[src/rtl/alu_flagger.sv]
module alu_flagger #(
  parameter int W = 32
) (
  input  logic         clk,
  input  logic         rst_n,
  input  logic         valid,
  input  logic [3:0]   op,
  input  logic [W-1:0] opa,
  input  logic [W-1:0] opb,
  output logic [W-1:0] result,
  output logic         wb_en,
  output logic [5:0]   flags_next,
  output logic [5:0]   flags_q
);

  localparam logic [3:0] OP_ADD  = 4'd0;
  localparam logic [3:0] OP_ADC  = 4'd1;
  localparam logic [3:0] OP_SUB  = 4'd2;
  localparam logic [3:0] OP_SBB  = 4'd3;
  localparam logic [3:0] OP_NEG  = 4'd4;
  localparam logic [3:0] OP_AND  = 4'd5;
  localparam logic [3:0] OP_OR   = 4'd6;
  localparam logic [3:0] OP_XOR  = 4'd7;
  localparam logic [3:0] OP_NOT  = 4'd8;
  localparam logic [3:0] OP_CMP  = 4'd9;
  localparam logic [3:0] OP_TEST = 4'd10;

  localparam int FC = 0, FP = 1, FA = 2, FZ = 3, FS = 4, FO = 5;

  logic is_sub, is_arith, is_logic, uses_c, known, cin;
  logic [W-1:0] x, y, logic_res;
  logic [W:0]   sum;
  logic [4:0]   nib;
  logic         ovf;

  assign is_sub   = (op == OP_SUB) || (op == OP_SBB) || (op == OP_CMP) || (op == OP_NEG);
  assign is_arith = is_sub || (op == OP_ADD) || (op == OP_ADC);
  assign is_logic = (op == OP_AND) || (op == OP_OR) || (op == OP_XOR) || (op == OP_TEST);
  assign uses_c   = (op == OP_ADC) || (op == OP_SBB);
  assign known    = (op <= OP_TEST);

  assign x   = (op == OP_NEG) ? '0 : opa;
  assign y   = is_sub ? ~((op == OP_NEG) ? opa : opb) : opb;
  assign cin = is_sub ^ (uses_c & flags_q[FC]);

  assign sum = {1'b0, x} + {1'b0, y} + {{W{1'b0}}, cin};
  assign nib = {1'b0, x[3:0]} + {1'b0, y[3:0]} + {4'b0, cin};
  assign ovf = (x[W-1] == y[W-1]) && (sum[W-1] != x[W-1]);

  always_comb begin
    unique case (op)
      OP_AND, OP_TEST: logic_res = opa & opb;
      OP_OR:           logic_res = opa | opb;
      OP_XOR:          logic_res = opa ^ opb;
      OP_NOT:          logic_res = ~opa;
      default:         logic_res = '0;
    endcase
  end

  assign result = is_arith ? sum[W-1:0] : logic_res;
  assign wb_en  = valid && known && (op != OP_CMP) && (op != OP_TEST);

  always_comb begin
    flags_next = flags_q;
    if (is_arith || is_logic) begin
      flags_next[FZ] = (result == '0);
      flags_next[FS] = result[W-1];
      flags_next[FP] = ~^result[7:0];
      flags_next[FC] = is_arith & (sum[W] ^ is_sub);
      flags_next[FA] = is_arith & (nib[4] ^ is_sub);
      flags_next[FO] = is_arith & ovf;
    end
  end

  always_ff @(posedge clk or negedge rst_n) begin
    if (!rst_n)     flags_q <= '0;
    else if (valid) flags_q <= flags_next;
  end

  AST_IDLE_HOLDS_FLAGS: assert property (@(posedge clk) disable iff (!rst_n)
    !valid |=> $stable(flags_q));
  AST_NO_WB_IDLE: assert property (@(posedge clk) disable iff (!rst_n)
    !valid |-> !wb_en);
  AST_NOT_KEEPS_FLAGS: assert property (@(posedge clk) disable iff (!rst_n)
    (valid && op == OP_NOT) |=> $stable(flags_q));
  AST_LOGIC_CLEARS_CO: assert property (@(posedge clk) disable iff (!rst_n)
    (valid && is_logic) |=> (!flags_q[FC] && !flags_q[FO] && !flags_q[FA]));
  AST_ZERO_TRACKS: assert property (@(posedge clk) disable iff (!rst_n)
    (valid && (is_arith || is_logic)) |=> (flags_q[FZ] == ($past(result) == '0)));
  AST_SIGN_TRACKS: assert property (@(posedge clk) disable iff (!rst_n)
    (valid && (is_arith || is_logic)) |=> (flags_q[FS] == $past(result[W-1])));
  AST_PARITY_LOW_BYTE: assert property (@(posedge clk) disable iff (!rst_n)
    (valid && (is_arith || is_logic)) |=> (flags_q[FP] == ~^$past(result[7:0])));
  AST_UNKNOWN_INERT: assert property (@(posedge clk) disable iff (!rst_n)
    (valid && !known) |=> (!$past(wb_en) && $stable(flags_q)));

endmodule

[config.mk]
export PLATFORM = sky130hd
export DESIGN_NAME = alu_flagger
export DESIGN_NICKNAME = d
export VERILOG_FILES = /design/src/rtl/alu_flagger.sv
export SDC_FILE = /design/constraint.sdc
export NUM_CORES = 1
export LEC_CHECK = 0
export CAP_MARGIN = 10
export CORE_ASPECT_RATIO = 0.9
export CORE_MARGIN = 2
export CORE_UTILIZATION = 45
export CTS_CLUSTER_SIZE = 8
export DETAILED_ROUTE_END_ITERATION = 7
export DONT_BUFFER_PORTS = 1
export HOLD_SLACK_MARGIN = 0.15
export PLACE_DENSITY = 0.59
export SYNTH_ARGS = -nofsm -noshare
export SYNTH_HDL_FRONTEND = slang
export SYNTH_SLANG_ARGS = --single-unit
[constraint.sdc]
create_clock -name clk -period 15.3 [get_ports clk]
set_clock_uncertainty 0.2 [all_clocks]
set_input_delay 4.59 -clock clk [delete_from_list [all_inputs] [get_ports clk]]
set_output_delay 4.59 -clock clk [all_outputs]
set_load 0.02 [all_outputs]
==> impl_table.tex, run 1 <==
\begin{tabular}{lr}
\hline
Metric & Value \\
\hline
\multicolumn{2}{l}{\textbf{Run status}} \\
\quad Status & finished clean \\
\multicolumn{2}{l}{\textbf{Floorplanning}} \\
\quad Die area & 13,380 um\^{}2 \\
\quad Die height & 109.9 um \\
\quad Initial Utilization & 0.4627 \\
\quad Die outline width & 121.7 um \\
\quad Std-Cell Rows & 38 \\
\quad \# IOs & 116 \\
\quad Area of the core & 12,120 um\^{}2 \\
\multicolumn{2}{l}{\textbf{Detailed routing}} \\
\quad Total via count after detailed routing & 6,191 \\
\quad Detailed-router iteration count before antenna repair & 5 \\
\quad Detailed-route wire length & 18,620 um \\
\quad Number of DRC markers after the initial detailed-route iteration & 432 \\
\quad Vias/cell & 6.524 \\
\quad Average wire length per cell after detail routing & 19.62 um \\
\quad Antenna viol nets, final & 0 \\
\quad Count of unresolved DRC violations after routing & 0 \\
\multicolumn{2}{l}{\textbf{Final layout}} \\
\quad Fraction of final layout cells sized beyond drive strength 1 & 0.05703 \\
\quad Nets & 963 \\
\quad Final design utilization & 0.4699 \\
\quad Most flop-heavy register & flags\_q \\
\quad Ant diodes & 0 \\
\quad Layout-stage area growth over the synthesis result & 1.539\% \\
\quad Largest register FFs & 6 \\
\quad Largest registers & flags\_q (6) \\
\multicolumn{2}{l}{\textbf{Clock tree}} \\
\quad Maximum clock path buffer count & 2 \\
\quad Cts bufs inserted & 3 \\
\quad Clk sinks & 6 \\
\quad Clock tree from TritonCTS & done \\
\quad Later-pin clock latency in the skew report & 0.22 ns \\
\quad Cell at the root of the clock tree & clkbuf\_16 \\
\quad Clk pin slew, worst setup/hold paths & 0.03 ns \\
\quad Clock H-tree levels & 1 \\
\multicolumn{2}{l}{\textbf{Setup path}} \\
\quad Worst setup path class & primary input to primary output \\
\quad CP Data Arrival Time & 10.16 ns \\
\quad Maximum fanout along the worst path & 32 \\
\quad Crit path capture type & primary output \\
\quad WP data required & 10.51 ns \\
\quad Critical path launch point type & primary input \\
\multicolumn{2}{l}{\textbf{Yosys}} \\
\quad Count of flip-flops with a built-in enable after synthesis & 0 \\
\quad Combined area of all synthesized cells & 5610 um\^{}2 \\
\quad Synthesized netlist cell count & 830 \\
\quad Leading post-synthesis cells by cell area & ha\_1 (22\%), nor2\_1 (8.5\%), a21oi\_1 (7.0\%), a221oi\_1 (6.7\%), inv\_1 (5.4\%) \\
\quad Most common flop cell mapped by yosys & dfrtp\_1 \\
\quad Post-synthesis area per instance & 6.759 um\^{}2 \\
\quad Proportion of synthesized flip-flops having asynchronous set or reset & 1.000 \\
\quad Most frequently used cell type in the post-synthesis netlist & nor2\_1 \\
\quad Synth cell types & 87 \\
\quad Sequential element share of the synthesized area & 0.02676 \\
\quad Syn Nets & 1,002 \\
\quad Share of the synthesized area in the top cell type & 0.2208 \\
\quad Flops \& latches, synth & 6 \\
\quad Post-synth top area cell & ha\_1 \\
\quad Warnings, synthesis & 0 \\
\quad Top cells by instance count after synthesis & nor2\_1 (127), ha\_1 (99), inv\_1 (80) \\
\multicolumn{2}{l}{\textbf{STA}} \\
\quad Final worst slack & 0.3516 ns \\
\quad Total count of hold-check failures in the final report & 0 \\
\quad Max Transition Viols Final & 0 \\
\quad Slew of the pin with the lowest slew margin & 1.097 ns \\
\quad Crit share post-route & 0.9770 \\
\quad Slew headroom & 0.2685 \\
\quad Highest attainable clock frequency & 66.90 MHz \\
\quad RSZ-0062 raised after global routing & no \\
\quad Minimum period implied by the final worst setup slack & 14.95 ns \\
\quad Final setup fails & 0 \\
\quad Sum of negative setup slack & 0 ns \\
\multicolumn{2}{l}{\textbf{Job}} \\
\quad Max\_cap viols & 0 \\
\multicolumn{2}{l}{\textbf{Power and ir drop}} \\
\quad Peak supply drop & 0.03885 mV \\
\quad Internal power consumption & 0.1618 mW \\
\quad Net switching power of the design & 0.2134 mW \\
\quad Comb pwr share & 0.814 \\
\quad Share of total power in sequential cells & 0.076 \\
\quad Pwr per Cell Area & 65.87 nW/um\^{}2 \\
\quad Standby leakage power & 2.609 nW \\
\quad Share of power burned in the clock network & 0.111 \\
\quad Switching part of the total power & 0.5688 \\
\multicolumn{2}{l}{\textbf{Placed design}} \\
\quad Worst setup slack before clock tree synthesis & 0.4245 ns \\
\quad Global placement routability congestion & 0.9829 \\
\quad Half-perimeter wire length after placement & 14,390 um \\
\quad Number of buffer cells added on primary ports & 0 \\
\multicolumn{2}{l}{\textbf{Global route}} \\
\quad Total global routing track utilization & 0.2658 \\
\quad Via count of the first global-routing pass & 5,767 \\
\quad Largest net degree at the start of global routing & 65 \\
\quad Wire length of the first global-routing pass & 28,870 um \\
\quad Antenna violations before repair & 0 \\
\quad Overflow left after global routing & 0 \\
\multicolumn{2}{l}{\textbf{Hold path}} \\
\quad Class of the tightest hold or removal check & flop to flop \\
\hline
\end{tabular}
==> power by group through the flow <==
stage	clock network, mW	registers [mW]	logic, mW
2_1_floorplan	0	0.0271	0.248
3_3_place_gp	0	0.0284	0.296
3_5_place_dp	0	0.0287	0.300
4_1_cts	0.0416	0.0285	0.301
5_1_grt	0.0427	0.0289	0.335
6_report	0.0415	0.0284	0.305
==> cells by family (layout without fill, tap and decap cells) <==
kind of cell    count (synthesis)  count (layout)  synth area share
simple gates                  268             268            0.2259
flops                           6               6           0.02676
xor+xnor                       16              16           0.02498
compound gates                292             292            0.3675
buf+inv                       139              98            0.1115
fa+ha+maj                     101             101            0.2279
mux                             8               8           0.01539
==> cell usage in the layout, fill, tap and decap left out, types with 4 or more instances in the layout <==
master and count:
o21ai_1 4, nand3_1 11, xnor2_1 9, buf_4 14, and3_1 5, nor3_1 10
mux2_2 4, nor4_1 7, a211o_1 6, nand4_1 17, nand2b_1 8, nor2_1 127
ha_1 99, o21ai_0 28, a21o_1 16, a21oi_1 78, o22ai_1 24, xor2_1 7
nand2_1 50, a32oi_1 4, dfrtp_1 6, o21a_1 12, o211ai_1 5, inv_1 80
a31oi_1 4, o31ai_1 7, a221oi_1 43, or3_1 4, a211oi_1 10
==> metrics by stage <==
step | total power, mW | hold slack [ns] | cells | instance area (um^2)
after floorplan | 0.2747 | 0.4059 | 830 | 5610
after global placement | 0.3248 | 0.4622 | 946 | 5618
after detailed placement | 0.3287 | 0.4630 | 946 | 5618
after CTS | 0.3715 | 0.4776 | 949 | 5693
after global routing | 0.4065 | 0.5208 | 949 | 5697
final | 0.3752 | 0.4659 | 949 | 5697
==> critical path: stages <==
cell       delay, ns
nand2b_1        0.30
nor2_1          0.16
a21oi_1         0.07
o21ai_2         0.13
buf_4           0.40
nor2_1          0.08
a221o_1         0.30
fa_1            0.45
nand2b_1        0.21
a21o_1          0.21
and2_1          0.17
o21ai_0         0.20
xor2_1          0.10
a221oi_1        0.43
ha_1            0.24
nand4_1         0.13
or4b_1          0.56
a211oi_1        0.24
nand4bb_1       0.16
nor4_2          0.37
nand4_1         0.23
o31ai_1         0.24
buf_4           0.18
==> final timing paths <==
| check | startpoint | to | slack [ns] | depth (start not counted) |
|---|---|---|---|---|
| min in group asynchronous | rst_n | flags_q[4] | 3.86 | 0 |
| hold reg to reg | flags_q[1] | flags_q[1] | 0.47 | 2 |
| max in group asynchronous | rst_n | flags_q[0] | 10.97 | 0 |
| setup reg to reg | flags_q[0] | flags_q[3] | 10.14 | 18 |
| hold / removal | flags_q[1] | flags_q[1] | 0.47 | 2 |
| setup / recovery | op[3] | flags_next[3] | 0.35 | 23 |
==> area by class of cell <==
class                   instances  area (um^2)
inverters                      81        304.0
flip-flops and latches          6        150.1
multi-input cells             685         4862
repair buffers                 14        105.1
well taps                     160        200.2
fillers                      1271         6427
clock buffers                   3        75.07
==> layer usage <==
metal  vias up  global-route usage  wire length, um
li1       3000                   -                -
met3        26             0.03942             1331
met5         -                   0                0
met1      2914              0.3445             8247
met2       251              0.4675             8758
met4         0             0.05829              282
==> timing repair <==
| item | 4_1_cts | 5_1_grt |
|---|---|---|
| setup buffers | 0 | 0 |
| resized for setup | 0 | 1 |
| hold buffers | 0 | 0 |
| setup endpoints to repair | 0 | 1 |
No activity file was read; power rests on OpenSTA's default activity.
==> run 2: changes to the inputs <==
- ABC_AREA: default -> 1
==> impl_table.tex, run 2 <==
\begin{tabular}{lr}
\hline
Metric & Value \\
\hline
\multicolumn{2}{l}{\textbf{Run status}} \\
\quad Status & finished clean (unchanged) \\
\multicolumn{2}{l}{\textbf{Detailed routing}} \\
\quad Detailed-route wire length & 17,940 um (was 18,620 um) \\
\quad Count of unresolved DRC violations after routing & 0 (unchanged) \\
\quad Average wire length per cell after detail routing & 14.08 um (was 19.62 um) \\
\quad Detailed-router iteration count before antenna repair & 5 (unchanged) \\
\quad Number of DRC markers after the initial detailed-route iteration & 444 (was 432) \\
\quad Total via count after detailed routing & 6,625 (was 6,191) \\
\quad Vias/cell & 5.200 (was 6.524) \\
\quad Antenna viol nets, final & 0 (unchanged) \\
\multicolumn{2}{l}{\textbf{Yosys}} \\
\quad Flops \& latches, synth & 6 (unchanged) \\
\quad Share of the synthesized area in the top cell type & 0.2538 (was 0.2208) \\
\quad Leading post-synthesis cells by cell area & nand2\_1 (25\%), ha\_1 (21\%), inv\_1 (14\%), nor2\_1 (7.1\%), o21ai\_0 (7.1\%) (was ha\_1 (22\%), nor2\_1 (8.5\%), a21oi\_1 (7.0\%), a221oi\_1 (6.7\%), inv\_1 (5.4\%)) \\
\quad Post-synth top area cell & nand2\_1 (was ha\_1) \\
\quad Synthesized netlist cell count & 1,129 (was 830) \\
\quad Syn Nets & 1,301 (was 1,002) \\
\quad Post-synthesis area per instance & 5.188 um\^{}2 (was 6.759 um\^{}2) \\
\quad Proportion of synthesized flip-flops having asynchronous set or reset & 1.000 (unchanged) \\
\quad Top cells by instance count after synthesis & nand2\_1 (396), inv\_1 (219), nor2\_1 (111) (was nor2\_1 (127), ha\_1 (99), inv\_1 (80)) \\
\quad Sequential element share of the synthesized area & 0.02564 (was 0.02676) \\
\quad Most common flop cell mapped by yosys & dfrtp\_1 (unchanged) \\
\quad Warnings, synthesis & 0 (unchanged) \\
\quad Synth cell types & 38 (was 87) \\
\quad Count of flip-flops with a built-in enable after synthesis & 0 (unchanged) \\
\quad Combined area of all synthesized cells & 5857 um\^{}2 (was 5610 um\^{}2) \\
\quad Most frequently used cell type in the post-synthesis netlist & nand2\_1 (was nor2\_1) \\
\multicolumn{2}{l}{\textbf{Floorplanning}} \\
\quad Die height & 112.2 um (was 109.9 um) \\
\quad \# IOs & 116 (unchanged) \\
\quad Initial Utilization & 0.4616 (was 0.4627) \\
\quad Area of the core & 12,690 um\^{}2 (was 12,120 um\^{}2) \\
\quad Die outline width & 124.3 um (was 121.7 um) \\
\quad Die area & 13,950 um\^{}2 (was 13,380 um\^{}2) \\
\quad Std-Cell Rows & 39 (was 38) \\
\multicolumn{2}{l}{\textbf{Power and ir drop}} \\
\quad Internal power consumption & 0.1355 mW (was 0.1618 mW) \\
\quad Net switching power of the design & 0.2015 mW (was 0.2134 mW) \\
\quad Standby leakage power & 3.700 nW (was 2.609 nW) \\
\quad Pwr per Cell Area & 55.57 nW/um\^{}2 (was 65.87 nW/um\^{}2) \\
\quad Post-layout total power & 0.3370 mW (was 0.3752 mW) \\
\quad Share of power burned in the clock network & 0.122 (was 0.111) \\
\quad Share of total power in sequential cells & 0.077 (was 0.076) \\
\quad Comb pwr share & 0.801 (was 0.814) \\
\quad Switching part of the total power & 0.5979 (was 0.5688) \\
\quad Peak supply drop & 0.03213 mV (was 0.03885 mV) \\
\multicolumn{2}{l}{\textbf{Final layout}} \\
\quad Most flop-heavy register & flags\_q (unchanged) \\
\quad Layout-stage area growth over the synthesis result & 3.546\% (was 1.539\%) \\
\quad Fill cell count & 1,486 (was 1,271) \\
\quad Non-filler cells in the finished layout & 1,274 (was 949) \\
\quad Fraction of final layout cells sized beyond drive strength 1 & 0.02523 (was 0.05703) \\
\quad Sequential cell area & 150.1 um\^{}2 (unchanged) \\
\quad Ant diodes & 0 (unchanged) \\
\quad Most frequent cells in the layout & nand2\_1 (396), inv\_1 (219), nor2\_1 (110) (was nor2\_1 (127), ha\_1 (99), inv\_1 (80)) \\
\quad Post-route cell area & 6065 um\^{}2 (was 5697 um\^{}2) \\
\quad Nets & 1,284 (was 963) \\
\quad Final design utilization & 0.4780 (was 0.4699) \\
\quad Largest register FFs & 6 (unchanged) \\
\quad Leading cell type in the layout, fill and taps excluded & nand2\_1 (was nor2\_1) \\
\quad Largest registers & flags\_q (6) (unchanged) \\
\quad Combined area of the multi-input logic cells & 4730 um\^{}2 (was 4862 um\^{}2) \\
\multicolumn{2}{l}{\textbf{Setup path}} \\
\quad Reg2reg start & flags\_q[0] (unchanged) \\
\quad Worst setup startpoint & op[3] (unchanged) \\
\quad WP data required & 10.51 ns (about the same) \\
\quad Worst setup path class & primary input to primary output (unchanged) \\
\quad CP Data Arrival Time & 9.28 ns (was 10.16 ns) \\
\quad Crit path capture type & primary output (unchanged) \\
\quad Maximum fanout along the worst path & 64 (was 32) \\
\quad Critical path launch point type & primary input (unchanged) \\
\quad R2R setup slack & 11.15 ns (was 10.14 ns) \\
\multicolumn{2}{l}{\textbf{Hold path}} \\
\quad Class of the tightest hold or removal check & flop to flop (unchanged) \\
\quad Worst hold path startpoint & flags\_q[3] (was flags\_q[1]) \\
\multicolumn{2}{l}{\textbf{Clock tree}} \\
\quad CTS Hold Buffers Added & 0 (unchanged) \\
\quad Later-pin clock latency in the skew report & 0.22 ns (about the same) \\
\quad Clock tree from TritonCTS & done (unchanged) \\
\quad Clk pin slew, worst setup/hold paths & 0.03 ns (about the same) \\
\quad Cts bufs inserted & 3 (unchanged) \\
\quad Cts repair resizes & 0 (unchanged) \\
\quad Maximum clock path buffer count & 2 (unchanged) \\
\quad Clock H-tree levels & 1 (unchanged) \\
\quad Postcts setup bufs & 0 (unchanged) \\
\quad Cell at the root of the clock tree & clkbuf\_16 (unchanged) \\
\quad Clk sinks & 6 (unchanged) \\
\multicolumn{2}{l}{\textbf{STA}} \\
\quad Final setup fails & 0 (unchanged) \\
\quad Final worst slack & 1.233 ns (was 0.3516 ns) \\
\quad Worst hold slack & 0.4365 ns (was 0.4659 ns) \\
\quad Slew headroom & 0.4544 (was 0.2685) \\
\quad Total count of hold-check failures in the final report & 0 (unchanged) \\
\quad Sum of negative setup slack & 0 ns (unchanged) \\
\quad Highest attainable clock frequency & 71.09 MHz (was 66.90 MHz) \\
\quad Minimum period implied by the final worst setup slack & 14.07 ns (was 14.95 ns) \\
\quad RSZ-0062 raised after global routing & no (unchanged) \\
\quad Max Transition Viols Final & 0 (unchanged) \\
\quad Slew of the pin with the lowest slew margin & 0.8146 ns (was 1.097 ns) \\
\quad Crit share post-route & 0.9194 (was 0.9770) \\
\multicolumn{2}{l}{\textbf{Placed design}} \\
\quad Global placement routability congestion & 1.019 (was 0.9829) \\
\quad Number of buffer cells added on primary ports & 0 (unchanged) \\
\quad Worst setup slack before clock tree synthesis & 1.252 ns (was 0.4245 ns) \\
\quad Half-perimeter wire length after placement & 14,950 um (was 14,390 um) \\
\quad Placed cell count & 1,271 (was 946) \\
\quad Instance area after placement & 5989 um\^{}2 (was 5618 um\^{}2) \\
\multicolumn{2}{l}{\textbf{Global route}} \\
\quad Wire length of the first global-routing pass & 30,910 um (was 28,870 um) \\
\quad Overflow left after global routing & 0 (unchanged) \\
\quad Antenna violations before repair & 0 (unchanged) \\
\quad Via count of the first global-routing pass & 6,369 (was 5,767) \\
\quad Total global routing track utilization & 0.2601 (was 0.2658) \\
\quad Largest net degree at the start of global routing & 65 (unchanged) \\
\multicolumn{2}{l}{\textbf{Job}} \\
\quad Max\_cap viols & 0 (unchanged) \\
\hline
\end{tabular}
run 2: area by class of cell:
cell class              instances  area share
repair buffers                  9     0.01114
inverters                     223      0.1380
flip-flops and latches          6     0.02476
clock buffers                   3     0.01238
well taps                     164     0.03384
multi-input cells             869      0.7799
run 2: worst paths after layout:
path / endpoint / cells past startpoint
max in group asynchronous: flags_q[3] / 0
max: flags_next[3] / 24
min reg2reg: flags_q[3] / 2
min in group asynchronous: flags_q[4] / 0
min: flags_q[3] / 2
max reg2reg: flags_q[3] / 20
run 2: per-layer routing:
layer / part of all wire / up-vias / track usage
met1: 0.51 / 2887 / 0.3907
met5: 0 / - / 0
met4: 0.0026 / 0 / 0.01498
met2: 0.41 / 209 / 0.4193
li1: - / 3525 / -
met3: 0.075 / 4 / 0.02860
run 2: cells by family (layout without fill, tap and decap cells):
kind of cell	Yosys count	in the layout	share of synthesized area
AOI/OAI and AO/OA	164	164	0.1658
xor gates and xnor gates	7	7	0.01047
adders and majority gates	101	101	0.2183
buffers and inverters	254	235	0.1688
DFF	6	6	0.02563
and+or+nand+nor	597	597	0.4110
run 2: power by group through the flow:
stage               logic, mW  clock network [mW]  registers, mW
global placement        0.266                   0         0.0259
detailed placement      0.266                   0         0.0260
global route            0.308              0.0429         0.0262
finish                  0.270              0.0412         0.0259
floorplan               0.209                   0         0.0248
CTS                     0.268              0.0420         0.0259
run 2: worst max-delay path: stages:
cell and delay (ns):
inv_2 0.02, nand2_1 0.12, inv_1 0.09, nand2_4 0.46, clkinv_1 0.66, nand2_1 0.19, o211ai_1 0.10, o21ai_0 0.14
fa_1 0.21, inv_1 0.07, fa_1 0.46, nand3_1 0.12, nand3_1 0.21, or2_2 0.35, a31oi_1 0.22, ha_1 0.18
nand4_1 0.08, nor2_1 0.12, nand3_1 0.09, nor2_1 0.14, nand4_1 0.10, nor2_1 0.19, nand3_1 0.14, nand2_1 0.21
==> run 3: changes to the inputs <==
- CORE_ASPECT_RATIO: 0.9 -> default
==> impl_table.tex, run 3 (synthesized netlist as in run 2, its figures left out) <==
\begin{tabular}{lr}
\hline
Metric & Value \\
\hline
\multicolumn{2}{l}{\textbf{Floorplanning}} \\
\quad Std-Cell Rows & 41 (was 39) \\
\quad Area of the core & 12,670 um\^{}2 (was 12,690 um\^{}2) \\
\quad \# IOs & 116 (unchanged) \\
\quad Die outline width & 118.1 um (was 124.3 um) \\
\quad Die height & 118.1 um (was 112.2 um) \\
\quad Die area & 13,940 um\^{}2 (was 13,950 um\^{}2) \\
\quad Initial Utilization & 0.4622 (was 0.4616) \\
\multicolumn{2}{l}{\textbf{Placed design}} \\
\quad Number of buffer cells added on primary ports & 0 (unchanged) \\
\quad Half-perimeter wire length after placement & 15,020 um (was 14,950 um) \\
\quad Global placement routability congestion & 0.9697 (was 1.019) \\
\quad Worst setup slack before clock tree synthesis & 0.9649 ns (was 1.252 ns) \\
\multicolumn{2}{l}{\textbf{Setup path}} \\
\quad Worst setup startpoint & op[0] (was op[3]) \\
\quad Series of cell instances along the critical path & nor2\_1, nand2\_4, nand3\_2, inv\_2, a31oi\_4, o211ai\_1, o21ai\_0, fa\_1, inv\_1, fa\_1, nand3\_1, nand3\_1, or2\_2, a31oi\_1, ha\_1, nand4\_1, nor2\_1, nand3\_1, nor2\_1, nand4\_1, nor2\_1, nand3\_1, nand2\_1 (was inv\_2, nand2\_1, inv\_1, nand2\_4, clkinv\_1, nand2\_1, o211ai\_1, o21ai\_0, fa\_1, inv\_1, fa\_1, nand3\_1, nand3\_1, or2\_2, a31oi\_1, ha\_1, nand4\_1, nor2\_1, nand3\_1, nor2\_1, nand4\_1, nor2\_1, nand3\_1, nand2\_1) \\
\quad Worst setup path class & primary input to primary output (unchanged) \\
\quad WP data required & 10.51 ns (about the same) \\
\quad Highest cell delay on the worst timing path & 0.69 ns (was 0.66 ns) \\
\quad Reg2reg start & flags\_q[0] (unchanged) \\
\quad Maximum fanout along the worst path & 64 (unchanged) \\
\quad Bufs and invs on worst path & 2 (was 4) \\
\quad CP Data Arrival Time & 9.60 ns (was 9.28 ns) \\
\quad Delay-heaviest family, CP & simple AND/OR/NAND/NOR gates (unchanged) \\
\quad Cell at the slowest stage of the critical path & a31oi\_4 (was clkinv\_1) \\
\quad Critical path launch point type & primary input (unchanged) \\
\quad Crit path capture type & primary output (unchanged) \\
\multicolumn{2}{l}{\textbf{Hold path}} \\
\quad Class of the tightest hold or removal check & flop to flop (unchanged) \\
\quad Worst hold path startpoint & flags\_q[1] (was flags\_q[3]) \\
\multicolumn{2}{l}{\textbf{Clock tree}} \\
\quad CTS Hold Buffers Added & 0 (unchanged) \\
\quad Clk pin slew, worst setup/hold paths & 0.03 ns (about the same) \\
\quad Cts repair resizes & 0 (unchanged) \\
\quad Postcts setup bufs & 0 (unchanged) \\
\quad Clock tree from TritonCTS & done (unchanged) \\
\quad Later-pin clock latency in the skew report & 0.22 ns (about the same) \\
\quad Cts bufs inserted & 3 (unchanged) \\
\quad Maximum clock path buffer count & 2 (unchanged) \\
\quad Clk sinks & 6 (unchanged) \\
\quad Cell at the root of the clock tree & clkbuf\_16 (unchanged) \\
\quad Clock H-tree levels & 1 (unchanged) \\
\multicolumn{2}{l}{\textbf{Detailed routing}} \\
\quad Count of unresolved DRC violations after routing & 0 (unchanged) \\
\quad Total via count after detailed routing & 6,590 (was 6,625) \\
\quad Detailed-router iteration count before antenna repair & 7 (was 5) \\
\quad Antenna viol nets, final & 0 (unchanged) \\
\quad Average wire length per cell after detail routing & 14.10 um (was 14.08 um) \\
\quad Detailed-route wire length & 18,050 um (was 17,940 um) \\
\quad Number of DRC markers after the initial detailed-route iteration & 347 (was 444) \\
\quad Vias/cell & 5.148 (was 5.200) \\
\multicolumn{2}{l}{\textbf{Final layout}} \\
\quad Leading cell type in the layout, fill and taps excluded & nand2\_1 (unchanged) \\
\quad Layout-stage area growth over the synthesis result & 3.461\% (was 3.546\%) \\
\quad Ant diodes & 0 (unchanged) \\
\quad Final design utilization & 0.4782 (was 0.4780) \\
\quad Largest registers & flags\_q (6) (unchanged) \\
\quad Most flop-heavy register & flags\_q (unchanged) \\
\quad Most frequent cells in the layout & nand2\_1 (396), inv\_1 (219), nor2\_1 (110) (unchanged) \\
\quad Nets & 1,282 (was 1,284) \\
\quad Fraction of final layout cells sized beyond drive strength 1 & 0.02347 (was 0.02523) \\
\quad Largest register FFs & 6 (unchanged) \\
\multicolumn{2}{l}{\textbf{Global route}} \\
\quad Largest net degree at the start of global routing & 65 (unchanged) \\
\quad Total global routing track utilization & 0.2542 (was 0.2601) \\
\quad Antenna violations before repair & 0 (unchanged) \\
\quad Via count of the first global-routing pass & 6,233 (was 6,369) \\
\quad Wire length of the first global-routing pass & 29,770 um (was 30,910 um) \\
\quad Overflow left after global routing & 0 (unchanged) \\
\multicolumn{2}{l}{\textbf{STA}} \\
\quad Final worst slack & 0.9107 ns (was 1.233 ns) \\
\quad Crit share post-route & 0.9405 (was 0.9194) \\
\quad Total count of hold-check failures in the final report & 0 (unchanged) \\
\quad Minimum period implied by the final worst setup slack & 14.39 ns (was 14.07 ns) \\
\quad Highest attainable clock frequency & 69.50 MHz (was 71.09 MHz) \\
\quad Slew headroom & 0.3857 (was 0.4544) \\
\quad Sum of negative setup slack & 0 ns (unchanged) \\
\quad Worst hold slack & 0.4516 ns (was 0.4365 ns) \\
\quad Slew of the pin with the lowest slew margin & 0.9118 ns (was 0.8146 ns) \\
\quad Final setup fails & 0 (unchanged) \\
\quad Max Transition Viols Final & 0 (unchanged) \\
\quad RSZ-0062 raised after global routing & no (unchanged) \\
\multicolumn{2}{l}{\textbf{Run status}} \\
\quad Status & finished clean (unchanged) \\
\multicolumn{2}{l}{\textbf{Job}} \\
\quad Max\_cap viols & 0 (unchanged) \\
\multicolumn{2}{l}{\textbf{Power and ir drop}} \\
\quad Peak supply drop & 0.02860 mV (was 0.03213 mV) \\
\quad Pwr per Cell Area & 55.34 nW/um\^{}2 (was 55.57 nW/um\^{}2) \\
\quad Standby leakage power & 3.689 nW (was 3.700 nW) \\
\quad Post-layout total power & 0.3354 mW (was 0.3370 mW) \\
\hline
\end{tabular}
## run 3: changes by cell type in the layout (fill, tap and decap cells not counted)
cell	delta
buf_4	-2
## run 3: final cells by class
cell class	count	area, um^2
fill	1482	6611
clock buffer	3	75.07
sequential	6	150.1
multi-input combinational	869	4730
tap	172	215.2
inverter	223	837.1
timing repair buffer	7	52.55
## run 3: tightest hold or removal path, cell delays in order (launching register included)
cell and delay, ns:
dfrtp_1 0.47, nand2_1 0.08, nand2_1 0.07
## run 3: final timing paths
| path | to | slack, ns | cells after the start |
|---|---|---|---|
| setup reg to reg | flags_q[3] | 11.07 | 20 |
| hold reg to reg | flags_q[1] | 0.45 | 2 |
| max in group asynchronous | flags_q[2] | 10.97 | 0 |
| setup / recovery | flags_next[3] | 0.91 | 23 |
| hold / removal | flags_q[1] | 0.45 | 2 |
| min in group asynchronous | flags_q[4] | 3.86 | 0 |
## run 3: layer usage
metal  track usage  share of wire  vias to the layer above
li1              -              -                     3511
met1        0.3310           0.47                     2910
met2        0.4613           0.48                      153
met3       0.02180          0.043                       16
met4       0.03765          0.011                        0
met5             0              0                        -
## run 3: where the power goes
group	leakage [nW]	internal (mW)	switching, mW	total, mW
logic	3.57	0.0823	0.186	0.268
registers	0.0792	0.0190	0.00652	0.0255
clock network	0.0370	0.0335	0.00836	0.0419
total	3.69	0.135	0.201	0.335
## run 3: metrics by stage
step | instances | area [um^2]
finish | 1280 | 6060
global route | 1280 | 6060
CTS | 1280 | 6060
detailed placement | 1277 | 5984
global placement | 1277 | 5984
floorplan | 1129 | 5857
